`config.mk`:
```
export PLATFORM = sky130hd
export DESIGN_NAME = synth_serial_loader
export DESIGN_NICKNAME = d
export VERILOG_FILES = /design/src/rtl/synth_serial_loader.sv
export SDC_FILE = /design/constraint.sdc
export NUM_CORES = 1
export LEC_CHECK = 0
export ABC_AREA = 1
export BUFFER_PORTS_ARGS = -buffer_cell sky130_fd_sc_hd__buf_2
export CAP_MARGIN = 0
export CORE_MARGIN = 2
export CORE_UTILIZATION = 55
export DETAILED_ROUTE_END_ITERATION = 8
export GPL_TIMING_DRIVEN = 1
export PLACE_DENSITY_LB_ADDON = 0.2
export SLEW_MARGIN = 40
export SYNTH_ARGS = -nofsm -noshare
export SYNTH_HDL_FRONTEND = slang
export SYNTH_SLANG_ARGS = --single-unit
```
`constraint.sdc`:
```
create_clock -name clk -period 3.15 [get_ports clk]
set_input_delay 0.63 -clock clk [delete_from_list [all_inputs] [get_ports clk]]
set_output_delay 0.63 -clock clk [all_outputs]
set_load 0.03 [all_outputs]
```
`src/rtl/synth_serial_loader.sv`:
```
module synth_serial_loader #(
  parameter int DATA_W  = 20,
  parameter int MODE_HI = 20,
  parameter int MODE_LO = 19,
  parameter int CP_BIT  = 17
) (
  input  logic              clk,
  input  logic              rst,
  input  logic              ser_data,
  input  logic              ser_clk,
  input  logic              ser_le,
  output logic [DATA_W-1:0] rf1_ref_word,
  output logic [DATA_W-1:0] rf1_prog_word,
  output logic [DATA_W-1:0] rf2_ref_word,
  output logic [DATA_W-1:0] rf2_prog_word,
  output logic [1:0]        rf1_out_mode,
  output logic              rf1_cp_high,
  output logic [1:0]        rf2_out_mode,
  output logic              rf2_cp_high
);
  localparam int FRAME_W = DATA_W + 2;
  localparam int NREG    = 4;

  logic sclk_q, sclk_qq, le_q, le_qq, dat_q;
  logic clk_edge, le_edge;
  logic [FRAME_W-1:0] stage;
  logic [DATA_W-1:0]  word_r [NREG];

  assign clk_edge = sclk_q & ~sclk_qq;
  assign le_edge  = le_q & ~le_qq;

  always_ff @(posedge clk) begin
    if (rst) begin
      sclk_q  <= 1'b0;
      sclk_qq <= 1'b0;
      le_q    <= 1'b0;
      le_qq   <= 1'b0;
      dat_q   <= 1'b0;
      stage   <= '0;
      for (int i = 0; i < NREG; i++) word_r[i] <= '0;
    end else begin
      sclk_q  <= ser_clk;
      sclk_qq <= sclk_q;
      le_q    <= ser_le;
      le_qq   <= le_q;
      dat_q   <= ser_data;
      if (clk_edge) stage <= {stage[FRAME_W-2:0], dat_q};
      if (le_edge) word_r[stage[1:0]] <= stage[FRAME_W-1:2];
    end
  end

  assign rf1_ref_word  = word_r[0];
  assign rf1_prog_word = word_r[1];
  assign rf2_ref_word  = word_r[2];
  assign rf2_prog_word = word_r[3];

  assign rf1_out_mode = {word_r[0][MODE_HI-1], word_r[0][MODE_LO-1]};
  assign rf1_cp_high  = word_r[0][CP_BIT-1];
  assign rf2_out_mode = {word_r[2][MODE_HI-1], word_r[2][MODE_LO-1]};
  assign rf2_cp_high  = word_r[2][CP_BIT-1];
endmodule


```
==> results.tsv <==
metric	value	unit
Final #Nets	412	
share of layout cells above drive strength 1	33.09	%
Area Growth Syn to Fin	15.09	%
Syn Nets	330	
HP Class	reg2reg	
via count	2445	
Cell variety after synth	19	
Starting Density	56.64	%
Detailed Place HPWL	5030	um
CP max-delay cell	nand2_1	
Tot Pwr	0.002763	W
Pleak	1.850	nW
final setup margin	1137	ps
Worst Setup SP	rst	
minimum clock period	2013	ps
critical path startpoint category	input pin	
Peak VDD IR	0.3219	mV
R2R setup slack	1270	ps
status	complete, no violations	
final worst-path cycle share	63.90	%
initial antenna violation count	0	
Final Max Slew Viols	0	
Sink Count	107	
post-layout util	65.19	%
Die Y	90.20	um
row count	31	
CTS tree	done	
post-synthesis simple-gate area fraction	17.88	%
Synth Area in Adders	0	%
pin count of the biggest net entering global routing	29	
DRC viols	0	
Hold Path Depth	2	
setup TNS	0	ps
sequential area share after synthesis	72.01	%
Reg-to-Reg End	word_r[1][18]$_SDFFCE_PN0P_	
ANT nets after route	0	
final setup vio count	0	
Hold-fix buffers, CTS	0	
Worst Path Required	3130	ps
cells along the critical path	buf_2, inv_4, nand4_4, nand2_1	
mux share of post-synthesis cell area	0	%
global-route wire length before repair	11510	um
met2 wire length	3406	um
average size of a mapped cell	12.57	um2
1st-pass router iterations	5	
skew final	9.430	ps
detailed router's first-iteration violation count	135	
CP endpoint kind	register	
Reg2Reg Depth	4	
critical path's top delay family	simple AND/OR/NAND/NOR gates	
Num CTS Buffers	9	
Buf+Inv Stages, Crit Path	2	
drt total wl	7145	um
buffer depth of the longest clock path	2	
Die ar.	0.008135	mm2
Final Hold Vio Count	0	
Mapped Cells	325	
Final GP Congestion	0.7722	
GRT overflow	0	
metal3 WL	380	um
post-CTS resize count	0	
PwrDens	587.5	mW/mm2
Top Metal Used	met4	
Antenna diodes	0	
Tightest Pin Transition	802.5	ps
Synth Register Bits	107	
f_max	0.4968	GHz
Worst Hold End	sclk_qq$_SDFF_PP0_	
WS Path Type	in2reg	
I/O pin total	91	
FF-to-FF Start	le_q$_SDFF_PP0_	
wire per inst	14.01	um
DIE WIDTH	90.20	um
pre-CTS WS	748.1	ps
min-delay src	sclk_q$_SDFF_PP0_	
WP data arrival	2000	ps
synthesized area	0.004086	mm2
Post-CTS Setup Bufs	0	
CTS Root Buffer Type	clkbuf_8	
Ys Warns	0	
IO Port Bufs	90	
DR vias/cell	4.794	
main combinational cell family by area after synthesis	simple AND/OR/NAND/NOR gates	
DRT met1 WL	3249	um
RSZ-0062 raised after global routing	no	
crit path max fanout	28	
H-tree Lvls	3	
Max Cap Viol	0	
Core ar.	0.007214	mm2
Synth Area in XOR/XNOR	0	%
slowest stage delay, CP	670	ps
GRT Total Usage	18.33	%
Synth Area in Compound Gates	2.694	%
vias in the first global route	2291	
worst skew pair latency	350	ps
Rel. slew slack	46.37	%
clock-pin slew on the worst setup and hold paths	90	ps
-- tightest hold or removal path, stage by stage, from the launching register on --
cell and delay, ps:
dfxtp_1 320, inv_1 50, nor2_1 30
-- synthesized netlist by cell type, drive strengths merged --
| library cell | count | share of area (%) |
|---|---|---|
| o21ai | 22 | 2.7 |
| nor3 | 20 | 4.9 |
| dfxtp | 27 | 13 |
| buf | 20 | 4.4 |
| clkbuf | 2 | 0.18 |
| inv | 30 | 2.8 |
| edfxtp | 80 | 59 |
| nand2 | 7 | 0.83 |
| nand3 | 1 | 0.12 |
| nor2 | 114 | 11 |
| nand4 | 2 | 1.0 |
-- metrics by stage --
stage / cell area (um2) / hold WS (ps) / std cells
after floorplan: 4086 / 403.1 / 325
after global placement: 4496 / 417.7 / 495
after detailed placement: 4498 / 414.2 / 495
after CTS: 4703 / 428.7 / 510
after global routing: 4703 / 453.6 / 510
final: 4703 / 425.6 / 510
-- worst max path at each step --
stage	endpoint	slack (ps)	cells past startpoint
after global placement	word_r[1][13]$_SDFFCE_PN0P_	790	4
after CTS	word_r[1][18]$_SDFFCE_PN0P_	1130	4
final	word_r[1][18]$_SDFFCE_PN0P_	1140	4
after global routing	word_r[1][18]$_SDFFCE_PN0P_	980	4
after detailed placement	word_r[1][15]$_SDFFCE_PN0P_	750	4
after floorplan	word_r[3][0]$_DFFE_PP_	1060	4
-- where the power goes --
group | switching, W | internal (W)
registers | 0.0000295 | 0.00158
clock network | 0.000421 | 0.000438
logic | 0.000230 | 0.0000631
total | 0.000681 | 0.00208
-- layer usage --
layer | global-route usage, % | vias to the layer above
li1 | - | 1224
met1 | 26.66 | 1142
met2 | 27.13 | 71
met3 | 3.604 | 8
met4 | 7.949 | 0
met5 | 0 | -
-- cell usage in the layout, fill, tap and decap left out, drive strengths merged --
| cell | count |
|---|---|
| dfxtp | 27 |
| bufinv | 2 |
| edfxtp | 80 |
| nand3 | 1 |
| inv | 30 |
| nor2 | 114 |
| nand4 | 2 |
| nand2 | 7 |
| nor3 | 20 |
| clkinv | 3 |
| o21ai | 22 |
| buf | 93 |
| clkbuf | 9 |
| clkinvlp | 1 |
-- area by class of cell --
cell class,count,area (um2)
Clock buffer,9,123.9
Clock inverter,6,81.33
Fill cell,581,2511
Inverter,30,115.1
Multi-Input combinational cell,166,843.3
Sequential cell,107,2943
Tap cell,99,123.9
Timing Repair Buffer,93,473.0
-- state kept, by name (all words and copies together) (netlist names) --
| name | flops |
|---|---|
| le_qq | 1 |
| sclk_q | 1 |
| le_q | 1 |
| dat_q | 1 |
| word_r | 80 |
| stage | 22 |
| sclk_qq | 1 |
-- cell families after synthesis --
family | count (synthesis)
flip-flops | 107
AO/OA/AOI/OAI | 22
buffers and inverters | 52
AND/OR/NAND/NOR | 144
Power figures use the tool's default switching activity.
